[src/rtl/smov_pkg.sv]
package smov_pkg;
  localparam int QW = 64;
  localparam int XW = 128;
  localparam int NREG = 3;

  typedef enum logic [1:0] {
    ENC_LEG = 2'd0,
    ENC_VEX = 2'd1,
    ENC_EVX = 2'd2,
    ENC_RSV = 2'd3
  } enc_e;

  typedef enum logic [1:0] {
    FRM_RR  = 2'd0,
    FRM_LD  = 2'd1,
    FRM_ST  = 2'd2,
    FRM_RSV = 2'd3
  } form_e;
endpackage

[src/rtl/smov_fault_chk.sv]
module smov_fault_chk
  import smov_pkg::*;
(
  input  enc_e       enc_i,
  input  form_e      form_i,
  input  logic [3:0] spec_i,
  output logic       fault_o
);
  logic rsv_code;
  logic spec_needed;

  always_comb begin
    rsv_code    = (enc_i == ENC_RSV) || (form_i == FRM_RSV);
    spec_needed = ((enc_i == ENC_VEX) || (enc_i == ENC_EVX)) &&
                  ((form_i == FRM_LD) || (form_i == FRM_ST));
    fault_o     = rsv_code || (spec_needed && (spec_i != 4'hF));
  end
endmodule

[src/rtl/smov_lane_calc.sv]
module smov_lane_calc
  import smov_pkg::*;
#(
  parameter int VLEN = 512
) (
  input  enc_e             enc_i,
  input  form_e            form_i,
  input  logic [VLEN-1:0]  old_i,
  input  logic [QW-1:0]    src1_hi_i,
  input  logic [QW-1:0]    src2_lo_i,
  input  logic [QW-1:0]    mem_i,
  input  logic             mask_bit_i,
  input  logic             mask_en_i,
  input  logic             zero_en_i,
  output logic [VLEN-1:0]  dst_o,
  output logic [NREG-1:0]  we_o,
  output logic             st_valid_o,
  output logic [QW-1:0]    st_data_o
);
  logic          masked_off;
  logic          is_wide;
  logic [QW-1:0] lo_val;
  logic [QW-1:0] mid_val;
  logic          lo_we;
  logic          mid_we;
  logic          up_clear;
  logic          up_we;

  always_comb begin
    is_wide    = (enc_i == ENC_VEX) || (enc_i == ENC_EVX);
    masked_off = (enc_i == ENC_EVX) && mask_en_i && !mask_bit_i;
    lo_val     = old_i[QW-1:0];
    mid_val    = old_i[XW-1:QW];
    lo_we      = 1'b0;
    mid_we     = 1'b0;
    up_clear   = 1'b0;
    up_we      = 1'b0;
    st_valid_o = 1'b0;
    st_data_o  = '0;
    if ((enc_i != ENC_RSV) && ((form_i == FRM_RR) || (form_i == FRM_LD))) begin
      if (!masked_off) begin
        lo_val = (form_i == FRM_LD) ? mem_i : src2_lo_i;
        lo_we  = 1'b1;
      end else if (zero_en_i) begin
        lo_val = '0;
        lo_we  = 1'b1;
      end
      if (is_wide) begin
        mid_val  = (form_i == FRM_RR) ? src1_hi_i : '0;
        mid_we   = 1'b1;
        up_clear = 1'b1;
        up_we    = 1'b1;
      end else if (form_i == FRM_LD) begin
        mid_val = '0;
        mid_we  = 1'b1;
      end
    end else if ((enc_i != ENC_RSV) && (form_i == FRM_ST)) begin
      st_valid_o = !masked_off;
      st_data_o  = src2_lo_i;
    end
  end

  assign dst_o[QW-1:0]  = lo_val;
  assign dst_o[XW-1:QW] = mid_val;
  assign we_o[0]        = lo_we;
  assign we_o[1]        = mid_we;

  generate
    if (VLEN > XW) begin : g_upper
      assign dst_o[VLEN-1:XW] = up_clear ? '0 : old_i[VLEN-1:XW];
      assign we_o[2]          = up_we;
    end else begin : g_no_upper
      assign we_o[2] = 1'b0;
    end
  endgenerate
endmodule

[src/rtl/smov_out_reg.sv]
module smov_out_reg
  import smov_pkg::*;
#(
  parameter int VLEN = 512
) (
  input  logic             clk,
  input  logic             rst_n,
  input  logic             en_i,
  input  logic [VLEN-1:0]  dst_d,
  input  logic [NREG-1:0]  we_d,
  input  logic             stv_d,
  input  logic [QW-1:0]    std_d,
  input  logic             flt_d,
  output logic             vld_q,
  output logic [VLEN-1:0]  dst_q,
  output logic [NREG-1:0]  we_q,
  output logic             stv_q,
  output logic [QW-1:0]    std_q,
  output logic             flt_q
);
  logic [VLEN-1:0] dst_n;
  logic [NREG-1:0] we_n;
  logic            stv_n;
  logic [QW-1:0]   std_n;
  logic            flt_n;

  always_comb begin
    dst_n = dst_q;
    we_n  = we_q;
    stv_n = stv_q;
    std_n = std_q;
    flt_n = flt_q;
    if (en_i) begin
      dst_n = dst_d;
      we_n  = we_d;
      stv_n = stv_d;
      std_n = std_d;
      flt_n = flt_d;
    end
  end

  always_ff @(posedge clk or negedge rst_n) begin
    if (!rst_n) begin
      vld_q <= 1'b0;
      dst_q <= '0;
      we_q  <= '0;
      stv_q <= 1'b0;
      std_q <= '0;
      flt_q <= 1'b0;
    end else begin
      vld_q <= en_i;
      dst_q <= dst_n;
      we_q  <= we_n;
      stv_q <= stv_n;
      std_q <= std_n;
      flt_q <= flt_n;
    end
  end
endmodule

[src/rtl/scalar_move_wb.sv]
module scalar_move_wb
  import smov_pkg::*;
#(
  parameter int VLEN = 512
) (
  input  logic             clk,
  input  logic             rst_n,
  input  logic             in_valid,
  input  logic [1:0]       enc,
  input  logic [1:0]       form,
  input  logic [VLEN-1:0]  old_dst,
  input  logic [63:0]      src1_hi,
  input  logic [63:0]      src2_lo,
  input  logic [63:0]      mem_data,
  input  logic             mask_bit,
  input  logic             mask_en,
  input  logic             zero_en,
  input  logic [3:0]       vreg_spec,
  output logic             out_valid,
  output logic [VLEN-1:0]  dst_out,
  output logic [2:0]       lane_we,
  output logic             st_valid,
  output logic [63:0]      st_data,
  output logic             ud_fault
);
  enc_e            enc_t;
  form_e           form_t;
  logic            flt;
  logic [VLEN-1:0] calc_dst;
  logic [NREG-1:0] calc_we;
  logic            calc_stv;
  logic [QW-1:0]   calc_std;
  logic [VLEN-1:0] fin_dst;
  logic [NREG-1:0] fin_we;
  logic            fin_stv;
  logic [QW-1:0]   fin_std;

  assign enc_t  = enc_e'(enc);
  assign form_t = form_e'(form);

  smov_fault_chk u_fault (
    .enc_i   (enc_t),
    .form_i  (form_t),
    .spec_i  (vreg_spec),
    .fault_o (flt)
  );

  smov_lane_calc #(.VLEN(VLEN)) u_calc (
    .enc_i      (enc_t),
    .form_i     (form_t),
    .old_i      (old_dst),
    .src1_hi_i  (src1_hi),
    .src2_lo_i  (src2_lo),
    .mem_i      (mem_data),
    .mask_bit_i (mask_bit),
    .mask_en_i  (mask_en),
    .zero_en_i  (zero_en),
    .dst_o      (calc_dst),
    .we_o       (calc_we),
    .st_valid_o (calc_stv),
    .st_data_o  (calc_std)
  );

  always_comb begin
    if (flt) begin
      fin_dst = old_dst;
      fin_we  = '0;
      fin_stv = 1'b0;
      fin_std = '0;
    end else begin
      fin_dst = calc_dst;
      fin_we  = calc_we;
      fin_stv = calc_stv;
      fin_std = calc_std;
    end
  end

  smov_out_reg #(.VLEN(VLEN)) u_oreg (
    .clk    (clk),
    .rst_n  (rst_n),
    .en_i   (in_valid),
    .dst_d  (fin_dst),
    .we_d   (fin_we),
    .stv_d  (fin_stv),
    .std_d  (fin_std),
    .flt_d  (flt),
    .vld_q  (out_valid),
    .dst_q  (dst_out),
    .we_q   (lane_we),
    .stv_q  (st_valid),
    .std_q  (st_data),
    .flt_q  (ud_fault)
  );
endmodule

[config.mk]
export PLATFORM = sky130hd
export DESIGN_NAME = scalar_move_wb
export DESIGN_NICKNAME = d
export VERILOG_FILES = /design/src/rtl/smov_pkg.sv /design/src/rtl/smov_fault_chk.sv /design/src/rtl/smov_lane_calc.sv /design/src/rtl/smov_out_reg.sv /design/src/rtl/scalar_move_wb.sv
export SDC_FILE = /design/constraint.sdc
export NUM_CORES = 1
export LEC_CHECK = 0
export BUFFER_PORTS_ARGS = -buffer_cell sky130_fd_sc_hd__buf_2
export CAP_MARGIN = 20
export CELL_PAD_IN_SITES_DETAIL_PLACEMENT = 0
export CELL_PAD_IN_SITES_GLOBAL_PLACEMENT = 2
export CORE_AREA = 5 5 506 508
export DETAILED_ROUTE_END_ITERATION = 8
export DIE_AREA = 0 0 511 513
export HOLD_SLACK_MARGIN = 0.06
export PLACE_DENSITY_LB_ADDON = 0.12
export RECOVER_POWER = 50
export SYNTH_ARGS = -nofsm -noshare
export SYNTH_HDL_FRONTEND = slang
export SYNTH_SLANG_ARGS = --single-unit
[constraint.sdc]
create_clock -name clk -period 1.1 [get_ports clk]
set_input_delay 0.11 -clock clk [delete_from_list [all_inputs] [get_ports clk]]
set_output_delay 0.11 -clock clk [all_outputs]
set_load 0.02 [all_outputs]
* Word-level counts from Yosys, hierarchy flattened *
Cells that the tools add are included.

storage, ports and cells
  bits in registers = 582
  bits of input ports = 718
  output and inout port bits = 582
  word-level logic and storage cells = 53

cells by class
  equal/unequal tests = 8
  muxes and demuxes = 25
  reduce and logical (&&, ||, !) cells = 14

operator list
  cell                count
  $mux 64             11
  $mux 512            1
  $mux 384            1
  $mux 1              11
  $eq 2x2->1 const B  4
  $logic_and 1x1->1   6
  $logic_or 1x1->1    5
  $eq 2x1->1 const B  2
  $ne 4x4->1 const B  1
  $mux 3              1
  $logic_not 1->1     2
  $logic_not 2->1     1
  $ne 2x2->1 const B  1

* Logic depth before layout (Yosys ltp) *
Gate-level depths: netlist (run 1).

  word-level depth = 7
  depth in mapped cells = 9

* Modules after synthesis *
From an unflattened synthesis (run 1), not the netlist that was laid out.

unflattened totals
  cell total of the unflattened synthesis = 2619
  area, all modules = 33748.6 um^2

by module, submodules not included
  module          times used  cells an instance  area each (um^2)  seq. area each (um^2)
  smov_out_reg    1           1228               21938.5           14564.0
  scalar_move_wb  1           644                6566.3            0.0
  smov_lane_calc  1           743                5202.5            0.0
  smov_fault_chk  1           4                  41.3              0.0

* Least setup slack after synthesis (run 1) *
Ideal clock, no wire load.

  kind = input-to-reg
  from = in enc[0]
  to = reg u_oreg.dst_q[68]
  library setup time = 0.126 ns
  arrival time = 1.658 ns
  setup slack = -0.684 ns
  stages on the path = 8
  cells stage by stage = inv_1 > ha_1 > and2b_1 > a21oi_1 > and4_1 > buf_2 > buf_2 > a221o_1

between the ends
  cells in the longest elaborated chain, start to end = 6
  elaborated cells on any way between the ends = 13
  classes of those cells = 4 x eq/ne; 3 x mux; 6 x reduce/logical

ends and longest elaborated chain
  what                                      line                                        RTL
  from (decl)                               scalar_move_wb.sv:9                         input logic [1:0] enc,
  $eq 2x1->1 or $eq 2x2->1 (tied branches)  smov_fault_chk.sv:14, smov_lane_calc.sv:30
  $logic_or 1x1->1                          smov_fault_chk.sv:14, smov_lane_calc.sv:30
  $logic_and 1x1->1                         smov_fault_chk.sv:14                        spec_needed = ((enc_i == ENC_VEX) || (enc_i == ENC_EVX)) &&
  $logic_and 1x1->1                         smov_fault_chk.sv:16                        fault_o = rsv_code || (spec_needed && (spec_i != 4'hF));
  $logic_or 1x1->1                          smov_fault_chk.sv:16
  $mux 512 (*)                              scalar_move_wb.sv:65                        if (flt) begin
  to (signal assigned)                      smov_out_reg.sv:52                          dst_q <= dst_n;
  to (decl)                                 smov_out_reg.sv:15                          output logic [VLEN-1:0] dst_q,

Every way passes the cells marked *; elsewhere a longest branch is shown, timed or not.
A chain may end at the register's enable or synchronous reset.

==> flow_summary_export.csv, run 1 <==
group,metric,value,unit
detailed_routing,totalWireLength,185,mm
sta,tightest_slew,0.619,ns
finish,final_nets,5042,
finish,final_common_cell,"dlygate4sd3_1",
detailed_routing,vias,26104,
global_route,grt_usage,13.3,%
place,dp_hpwl,143,mm
clock_tree,cts.clk_slew.worst_paths,0.06,ns
finish,final_cell_mix,"dlygate4sd3_1, buf_2, buf_6, dfrtp_1, a22o_1",
place,dp.cells,6492,
sta,hold-worst-slack,0.113,ns
detailed_routing,ant_nets,0,
yosys,synth_nets,2544,
finish,area_growth,127,%
floorplan,die_area,0.262,mm2
power,vdd_drop_max,0.00113,V
place,post_dp_cell_area,0.0354,mm2
run,drv_cap,0,
floorplan,rows,184,
sta,period_needed,1.54,ns
yosys,async_reset_ff_share,100,%
sta,setup-tns-final,-468.11,ns
yosys,syn-cell-area,0.0232,mm2
place,gp_congestion,0.800,
setup_path,critPathRequiredTime,1.97,ns
finish,final_cells,7764,
yosys,synth-edff-count,0,
min_path,hold_path_class,"in -> reg",
clock_tree,cts_tree,"built",
yosys,synth_warnings,0,
clock_tree,cts_inserted_buffers,86,
floorplan,ios,1300,
status,violations,"negative setup slack",
place,port_buffers,1299,
floorplan,core_area,0.251,mm2
clock_tree,cts_sinks,582,
sta,setup_slack,-0.441,ns
sta,fin_crit_sh,140,%
sta,hold_viol,0,
detailed_routing,viasPerCell,3.36,
clock_tree,clockBufferDepth,3,
clock_tree,htree_levels,3,
floorplan,die_w,511,um
sta,relSlewSlack,58.7,%
detailed_routing,first_iter_violations,1058,
yosys,synth_cell_types,31,
setup_path,endpoint_kind,"async pin",
detailed_routing,dr.pass1.iters,5,
yosys,synth.yosys.seq_area_share,62.7,%
yosys,ys_ff_latch,582,
detailed_routing,drc,0,
sta,rsz0062_at_grt,"true",
yosys,syn_area_per_cell,12.8,um2
sta,skew,0,ns
setup_path,crit_type,"in -> async",
status,outcome,"finished with violations",
floorplan,die_h,513,um
finish,final_layout_size_suffix_gt1_share,45.9,%
clock_tree,clkLatencyLatePin,0.69,ns
setup_path,arrival,2.41,ns
setup_path,startpoint_type,"input pin",
power,powerDensity,1400,mW/mm2
yosys,synth_top_flop_cell,"dfrtp_1",
detailed_routing,wire_per_inst,23.9,um
setup_path,critPathMaxFanout,27,
global_route,grt_pass1_vias,28337,
global_route,antenna_found_initial,102,
power,p_leak,0.0243,uW
floorplan,initial_core_util,9.26,%
global_route,grt_pass1_wl,248,mm
finish,fin_area,0.0527,mm2
sta,setup-violations-final,1742,
yosys,syn_inst,1819,
global_route,grt_max_degree,74,
clock_tree,cts-root-buf,"clkbuf_16",
global_route,overflow,0,
sta,slew_violations,0,
sta,max_freq,649,MHz
-- critical path, stage by stage --
cell and delay, ns:
dlygate4sd3_1 0.56, buf_8 0.10, dlygate4sd3_1 0.89, buf_12 0.31, buf_4 0.30
-- routing by layer --
| metal | vias to the layer above | GRT usage, % | part of all wire [%] |
|---|---|---|---|
| met2 | 1012 | 21.8 | 47 |
| met3 | 235 | 5.43 | 8.6 |
| met5 | - | 0 | 0.23 |
| li1 | 11938 | - | - |
| met4 | 68 | 3.17 | 1.9 |
| met1 | 12851 | 16.2 | 42 |
-- cells in the mapped netlist, types with 2 or more instances --
| library cell | n | share of area, % |
|---|---|---|
| inv_1 | 6 | 0.097 |
| dfrtp_1 | 582 | 63 |
| a31oi_1 | 64 | 1.7 |
| a221o_1 | 64 | 2.8 |
| ha_1 | 7 | 0.38 |
| mux2i_1 | 64 | 2.8 |
| buf_6 | 6 | 0.29 |
| a21oi_1 | 3 | 0.065 |
| o21ai_1 | 5 | 0.11 |
| buf_4 | 8 | 0.26 |
| nor2b_1 | 64 | 1.7 |
| buf_2 | 77 | 1.7 |
| nor2_1 | 130 | 2.1 |
| o21ai_0 | 62 | 1.3 |
| a22o_1 | 449 | 17 |
| nand2_1 | 65 | 1.1 |
| and4_1 | 2 | 0.075 |
| clkbuf_1 | 85 | 1.4 |
| nor3b_1 | 64 | 2.1 |
-- timing repair --
item | in CTS | in global routing
hold buffers | 767 | 2
buffers inserted | 199 | 106
endpoints found under the setup margin | 1157 | 1740
hold endpoints to repair | 1161 | 41
resized for setup | 1054 | 213
pin swaps | 9 | 27
gates cloned | 5 | 18
-- sequential cells by signal, summed over array words and instances, names as in the netlist --
| name | count |
|---|---|
| u_oreg.dst_q | 512 |
| u_oreg.std_q | 64 |
| u_oreg.we_q | 3 |
| u_oreg.flt_q | 1 |
| u_oreg.stv_q | 1 |
| u_oreg.vld_q | 1 |
-- power breakdown --
| part | internal, uW | total [uW] | leakage [uW] | switching (uW) |
|---|---|---|---|---|
| registers | 23500 | 25300 | 0.00717 | 1720 |
| logic | 10800 | 20600 | 0.0159 | 9810 |
| clock network | 16200 | 28100 | 0.00133 | 11800 |
-- worst paths after layout --
kind                                   start                 to  slack (ns)  cells past startpoint
setup / recovery                       rst_n  u_oreg.dst_q[419]       -0.44                      5
hold / removal                      in_valid  u_oreg.dst_q[109]        0.11                      5
setup reg to reg           u_oreg.dst_q[117]  u_oreg.dst_q[117]       -0.05                      4
hold reg to reg            u_oreg.dst_q[294]  u_oreg.dst_q[294]        0.50                      1
max in group clk                      enc[1]   u_oreg.dst_q[91]       -0.40                      8
min in group asynchronous              rst_n   u_oreg.dst_q[70]        0.90                      4
-- cell type report --
type	instances	area, um2
Antenna cell	39	97.6
Clock buffer	131	2520
Clock inverter	17	210
Fill cell	27496	198000
Inverter	6	40.0
Multi-Input combinational cell	1055	8050
Sequential cell	582	14600
Tap cell	3348	4190
Timing Repair Buffer	2586	23000
-- logic make-up (layout without fill, tap and decap cells) --
family / count (synthesis) / in the layout / synth area share, %
mux: 65 / 65 / 2.81
simple gates: 331 / 331 / 7.22
compound gates: 652 / 652 / 23.2
flops: 582 / 582 / 62.7
buf+inv: 182 / 2740 / 3.68
other cells: 0 / 39 / 0
fa+ha+maj: 7 / 7 / 0.377
-- through the flow --
| step | utilization (%) | worst slack [ns] | power, uW |
|---|---|---|---|
| final | 21.0 | -0.441 | 73900 |
| after global routing | 21.0 | -0.466 | 77600 |
| after CTS | 20.2 | -0.500 | 74700 |
| after detailed placement | 14.1 | -1.18 | 39100 |
| after global placement | 14.1 | -1.16 | 39200 |
| after floorplan | - | -0.484 | 31100 |
(Power assumes the default switching activity.)
==> run 2: changes to the inputs <==
--- a/config.mk
+++ b/config.mk
@@ -5,15 +5,17 @@
 export SDC_FILE = /design/constraint.sdc
 export NUM_CORES = 1
 export LEC_CHECK = 0
+export ABC_AREA = 1
 export BUFFER_PORTS_ARGS = -buffer_cell sky130_fd_sc_hd__buf_2
 export CAP_MARGIN = 20
 export CELL_PAD_IN_SITES_DETAIL_PLACEMENT = 0
 export CELL_PAD_IN_SITES_GLOBAL_PLACEMENT = 2
-export CORE_AREA = 5 5 506 508
+export CORE_AREA = 5 5 510 512
+export CTS_CLUSTER_SIZE = 20
 export DETAILED_ROUTE_END_ITERATION = 8
-export DIE_AREA = 0 0 511 513
+export DIE_AREA = 0 0 515 517
 export HOLD_SLACK_MARGIN = 0.06
-export PLACE_DENSITY_LB_ADDON = 0.12
+export PLACE_DENSITY_LB_ADDON = 0.1
 export RECOVER_POWER = 50
 export SYNTH_ARGS = -nofsm -noshare
 export SYNTH_HDL_FRONTEND = slang
==> run 2 against run 1 <==
Effect of this change:
- the flow still finishes with violations (negative setup slack)
- sequential power hardly changed
- global-route usage is 2.6 points higher
- die area is 1.6% higher
- design area is 15% higher
- highest routed layer unchanged
==> flow_summary_export.csv, run 2 <==
group,metric,value,unit
status,outcome,"finished with violations",
status,violations,"negative setup slack",
sta,skew,0,ns
power,powerDensity,1310,mW/mm2
global_route,grt_pass1_vias,37363,
clock_tree,cts_sinks,582,
power,p_seq_share,31.9,%
setup_path,cpPeakStageDelay,0.43,ns
finish,final_cell_mix,"nand2_1, dlygate4sd3_1, buf_2, buf_6, dfrtp_1",
finish,largest_register_ffs,512,
power,internal-power,52500,uW
yosys,synth_top_area_share,51.6,%
sta,period_needed,1.44,ns
sta,fin_crit_sh,131,%
global_route,grt_usage,15.9,%
place,port_buffers,1299,
clock_tree,htree_levels,3,
power,pwr-share-clk,36.5,%
setup_path,startpoint_type,"register",
clock_tree,clockBufferDepth,3,
detailed_routing,wire_per_inst,23.1,um
yosys,synth_mux_area_share,0,%
setup_path,crit_type,"reg -> out",
floorplan,rows,186,
clock_tree,cts_tree,"built",
sta,relSlewSlack,44.5,%
power,comb_power_share,31.6,%
detailed_routing,totalWireLength,230,mm
finish,final_cells,9951,
yosys,synth_simple_gate_area_share,35.1,%
floorplan,die_h,517,um
setup_path,endpoint_kind,"primary output",
clock_tree,cts_inserted_buffers,88,
sta,hold-worst-slack,0.0657,ns
detailed_routing,ant_nets,0,
global_route,antenna_found_initial,107,
setup_path,cp_cell_sequence,"buf_6",
setup_path,critPathMaxFanout,2,
floorplan,ios,1300,
detailed_routing,vias,36030,
finish,final_layout_size_suffix_gt1_share,34.8,%
setup_path,critPathRequiredTime,0.99,ns
yosys,synth_compound_area_share,6.90,%
sta,slew_violations,0,
min_path,hold_path_class,"in -> reg",
yosys,async_reset_ff_share,100,%
yosys,synth_nets,4652,
sta,setup_slack,-0.337,ns
floorplan,die_w,515,um
place,dp_hpwl,168,mm
finish,n_fill_cell,28688,
floorplan,core_area,0.255,mm2
yosys,synthAdderAreaFrac,0.310,%
yosys,synth_warnings,0,
clock_tree,cts.clk_slew.worst_paths,0.06,ns
setup_path,path_delay_family,"flip-flops",
sta,max_freq,696,MHz
yosys,synth.yosys.seq_area_share,51.6,%
setup_path,cp_slowest_cell,"dfrtp_1",
setup_path,arrival,1.33,ns
finish,area_growth,115,%
global_route,grt_pass1_wl,302,mm
place,dp_slack,-1.05,ns
detailed_routing,first_iter_violations,1717,
yosys,yosys-top-cells-count,"nand2_1, dfrtp_1, o21ai_0",
floorplan,initial_core_util,11.1,%
yosys,syn_area_per_cell,7.19,um2
yosys,synth-edff-count,0,
sta,setup-violations-final,983,
clock_tree,cts-root-buf,"clkbuf_16",
yosys,syn-cell-area,0.0282,mm2
yosys,yosys.area.top_type,"dfrtp_1",
sta,rsz0062_at_grt,"true",
yosys,synth_xor_area_share,0,%
yosys,synth_most_common_cell,"nand2_1",
setup_path,cp_num_buf_inv,1,
place,dp.cells,8577,
clock_tree,clkLatencyLatePin,0.69,ns
yosys,synth_cell_types,15,
place,gp_congestion,0.763,
power,switching_share,34.2,%
yosys,ys_ff_latch,582,
run,drv_cap,0,
finish,top_register,"u_oreg.dst_q",
global_route,grt_max_degree,74,
yosys,synth_top_flop_cell,"dfrtp_1",
power,p_switching,27200,uW
detailed_routing,dr.pass1.iters,5,
global_route,overflow,0,
yosys,syn_inst,3927,
power,vdd_drop_max,0.00110,V
finish,final_common_cell,"nand2_1",
finish,final_nets,7177,
yosys,synth_top_family_by_area,"simple AND/OR/NAND/NOR gates",
sta,tightest_slew,0.832,ns
yosys,synthTopCellsByArea,"dfrtp_1, nand2_1, o21ai_0",
power,p_leak,0.0303,uW
finish,largest_registers,"u_oreg.dst_q (512), u_oreg.std_q (64), u_oreg.we_q (3)",
sta,hold_viol,0,
floorplan,die_area,0.266,mm2
detailed_routing,viasPerCell,3.62,
detailed_routing,drc,0,
## run 2: layout make-up
class | instances | area, um2 | area share, %
Clock inverter | 24 | 274 | 0.452
Sequential cell | 582 | 14600 | 24.0
Tap cell | 3384 | 4230 | 6.98
Timing Repair Buffer | 2721 | 25500 | 42.0
Clock buffer | 136 | 2610 | 4.29
Inverter | 140 | 573 | 0.945
Antenna cell | 45 | 113 | 0.186
Multi-Input combinational cell | 2919 | 12800 | 21.1
## run 2: logic make-up (layout without fill, tap and decap cells)
family                   count (synthesis)  in the layout
AND/OR/NAND/NOR                       2523           2523
flip-flops                             582            582
buffers and inverters                  426           3021
AO/OA/AOI/OAI                          389            389
adder cells (fa/ha/maj)                  7              7
other                                    0             45
## run 2: repair_timing
action,CTS,global route
buffers inserted,167,146
hold endpoints to repair,1161,2
gates resized for setup,1207,410
hold buffers,811,1
endpoints found under the setup margin,874,1142
pin swaps,2,76
gates cloned,8,47
## run 2: path summary, 6_finish.rpt
kind | from | endpoint | slack, ns | depth (start not counted)
setup / recovery | u_oreg.dst_q[41] | dst_out[41] | -0.34 | 1
hold / removal | in_valid | u_oreg.dst_q[127] | 0.07 | 5
setup reg to reg | u_oreg.dst_q[380] | u_oreg.dst_q[380] | 0.19 | 4
hold reg to reg | u_oreg.std_q[43] | u_oreg.std_q[43] | 0.49 | 2
max in group asynchronous | rst_n | u_oreg.dst_q[337] | -0.17 | 5
min in group asynchronous | rst_n | u_oreg.std_q[49] | 0.39 | 3
## run 2: metal layers
metal | track usage [%] | up-vias | part of all wire (%)
met5 | 0 | - | 0.11
met4 | 3.94 | 44 | 2.2
met3 | 5.90 | 302 | 8.2
met2 | 27.6 | 1055 | 49
met1 | 18.5 | 17230 | 40
li1 | - | 17399 | -
## run 2: stage by stage
| step | setup TNS (ns) | cell area (um2) | util, % | power, uW |
|---|---|---|---|---|
| after floorplan | -141.23 | 28500 | - | 32600 |
| after global placement | -496.06 | 41000 | 16.1 | 42500 |
| after detailed placement | -491.54 | 41000 | 16.1 | 42500 |
| after CTS | -251.56 | 57400 | 22.5 | 79800 |
| after global routing | -238.10 | 60600 | 23.7 | 84000 |
| final | -168.05 | 60700 | 23.8 | 79800 |
## run 2: power by group through the flow
stage | Clock [uW] | Combinational (uW) | Sequential [uW]
final | 29100 | 25200 | 25500
after floorplan | 0 | 4860 | 27700
after global placement | 0 | 17200 | 25300
after global routing | 31100 | 27200 | 25700
after CTS | 30600 | 23700 | 25500
after detailed placement | 0 | 17100 | 25300
==> run 3: changes to the inputs <==
--- a/config.mk
+++ b/config.mk
@@ -10,10 +10,10 @@
 export CAP_MARGIN = 20
 export CELL_PAD_IN_SITES_DETAIL_PLACEMENT = 0
 export CELL_PAD_IN_SITES_GLOBAL_PLACEMENT = 2
-export CORE_AREA = 5 5 510 512
+export CORE_AREA = 5 5 505 507
 export CTS_CLUSTER_SIZE = 20
 export DETAILED_ROUTE_END_ITERATION = 8
-export DIE_AREA = 0 0 515 517
+export DIE_AREA = 0 0 510 512
 export HOLD_SLACK_MARGIN = 0.06
 export PLACE_DENSITY_LB_ADDON = 0.1
 export RECOVER_POWER = 50
==> constraint.sdc (replaced) <==
create_clock -name clk -period 1.7 [get_ports clk]
set_input_delay 0.17 -clock clk [delete_from_list [all_inputs] [get_ports clk]]
set_output_delay 0.17 -clock clk [all_outputs]
set_load 0.02 [all_outputs]
==> run 3 against run 2 <==
Effect of this change:
- the run now ends clean
- hold slack improved by 0.082 ns
- largest cell class unchanged
- via count decreased by 3.7%
- non-clock buffer count is 354 lower
- critical path depth rose by 12
- clock skew stayed put
- clock power is 33% lower
- setup slack better by 0.39 ns
- cell count is 3.7% lower
- critical endpoint is now u_oreg.dst_q[109]
==> flow_summary_export.csv, run 3 (synthesis gave the netlist of run 2 again) <==
group,metric,value,unit
finish,final_nets,6826,
setup_path,reg2reg_depth,3,
clock_tree,htree_levels,3,
setup_path,arrival,2.27,ns
place,post_dp_cell_area,0.0407,mm2
setup_path,critPathRequiredTime,2.32,ns
finish,final_cells,9579,
setup_path,crit_type,"in -> reg",
floorplan,die_w,510,um
detailed_routing,vias,34698,
global_route,antenna_found_initial,98,
setup_path,worst-path-stages,13,
place,port_buffers,1299,
sta,setup-violations-final,0,
finish,final_layout_size_suffix_gt1_share,27.2,%
finish,largest_register_ffs,512,
finish,final_cell_mix,"nand2_1, buf_2, dlygate4sd3_1, dfrtp_1, o21ai_0",
sta,tightest_slew,1.09,ns
min_path,hold_path_class,"in -> reg",
sta,skew,0,ns
sta,hold_viol,0,
detailed_routing,totalWireLength,212,mm
finish,fin_area,0.0520,mm2
setup_path,endpoint_kind,"register",
sta,slew_violations,0,
sta,max_freq,608,MHz
sta,fin_crit_sh,96.7,%
setup_path,path_delay_family,"buffers and inverters",
place,gp_congestion,0.787,
sta,hold-worst-slack,0.148,ns
finish,largest_registers,"u_oreg.dst_q (512), u_oreg.std_q (64), u_oreg.we_q (3)",
finish,n_fill_cell,28667,
global_route,grt_pass1_vias,36644,
detailed_routing,dr.pass1.iters,5,
power,vdd_drop_max,0.000840,V
clock_tree,cts_tree,"built",
finish,final_common_cell,"nand2_1",
clock_tree,cts_sinks,582,
power,p_leak,0.0266,uW
status,outcome,"completed",
setup_path,cp_num_buf_inv,5,
global_route,overflow,0,
floorplan,initial_core_util,11.3,%
setup_path,critPathMostFrequentCell,"nand2_1",
sta,rsz0062_at_grt,"false",
sta,setup_slack,0.0562,ns
detailed_routing,viasPerCell,3.62,
power,powerDensity,922,mW/mm2
detailed_routing,ant_nets,0,
floorplan,core_area,0.250,mm2
detailed_routing,drc,0,
clock_tree,clkLatencyLatePin,0.69,ns
clock_tree,cts.clk_slew.worst_paths,0.06,ns
run,drv_cap,0,
power,p_total,47900,uW
setup_path,cpPeakStageDelay,0.54,ns
setup_path,cp_cell_sequence,"buf_2 > nand2_1 > buf_4 > nor2_1 > nor2_4 > nor2_4 > buf_12 > clkbuf_16 > nand2_1 > nand2_1 > dlygate4sd3_1 > nand2_1 > nand2_1",
floorplan,die_area,0.261,mm2
sta,relSlewSlack,27.3,%
global_route,grt_max_degree,60,
detailed_routing,wire_per_inst,22.2,um
clock_tree,cts-root-buf,"clkbuf_16",
setup_path,startpoint_type,"input pin",
floorplan,ios,1300,
detailed_routing,first_iter_violations,1785,
global_route,grt_usage,15.5,%
floorplan,rows,184,
place,dp_slack,-0.487,ns
clock_tree,cts_inserted_buffers,91,
floorplan,die_h,512,um
clock_tree,clockBufferDepth,3,
setup_path,critPathMaxFanout,7,
place,dp.cells,8517,
global_route,grt_pass1_wl,290,mm
min_path,whs_path_depth,9,
place,dp_hpwl,162,mm
finish,top_register,"u_oreg.dst_q",
setup_path,cp_slowest_cell,"dlygate4sd3_1",
finish,area_growth,84.2,%
sta,period_needed,1.64,ns
run 3: changes by cell type in the layout (fill, tap and decap cells not counted), sizes merged:
| cell | before | now |
|---|---|---|
| clkinvlp | 1 | 3 |
| dlymetal6s4s | 8 | 0 |
| dlymetal6s2s | 0 | 2 |
| buf | 1868 | 1485 |
| clkbuf | 185 | 200 |
| diode | 45 | 57 |
| dlygate4sd3 | 796 | 821 |
| clkinv | 22 | 18 |
| inv | 139 | 142 |
run 3: path summary, 6_finish.rpt:
check	start	endpoint	slack [ns]
worst max-delay path	vreg_spec[2]	u_oreg.dst_q[109]	0.06
worst min-delay path	mem_data[20]	u_oreg.dst_q[20]	0.15
min in group asynchronous	rst_n	u_oreg.dst_q[116]	0.33
max in group asynchronous	rst_n	u_oreg.dst_q[313]	0.17
worst max register to register	u_oreg.std_q[61]	u_oreg.std_q[61]	0.56
worst min register to register	u_oreg.dst_q[102]	u_oreg.dst_q[102]	0.47
run 3: area by class of cell:
class	instances	area, um2	area share [%]
tap	3348	4190	8.06
timing repair buffer	2367	17600	33.8
inverter	140	541	1.04
antenna	57	143	0.274
sequential	582	14600	28.0
multi-input combinational	2919	12000	23.1
clock buffer	141	2660	5.11
clock inverter	25	320	0.616
run 3: metrics by stage:
step	setup TNS [ns]	utilization [%]
floorplan	0	-
global placement	-200.19	16.3
detailed placement	-198.36	16.3
CTS	0	20.7
global route	0	20.8
finish	0	20.8
run 3: worst reg2reg max path: stages (launching register included):
cell	delay [ns]
dfrtp_1	0.38
nand2_1	0.07
nand2_1	0.05
dlygate4sd3_1	0.54
run 3: power by group:
part | internal (uW) | switching (uW)
combinational | 4810 | 7620
clock | 11100 | 8290
sequential | 15300 | 832
run 3: timing repair:
action	4_1_cts	5_1_grt
setup buffers	0	10
hold endpoints to repair	1117	0
hold buffers	821	0
pin swaps	0	1
gates resized for setup	8	23
endpoints found under the setup margin	6	68
gates cloned	0	8
run 3: routing by layer:
| metal | share of wire (%) | GRT usage, % | routed length, um |
|---|---|---|---|
| met1 | 41 | 18.4 | 87200 |
| met2 | 48 | 26.4 | 102000 |
| met3 | 8.2 | 5.17 | 17500 |
| met4 | 2.6 | 4.20 | 5580 |
| met5 | 0.12 | 0 | 265 |
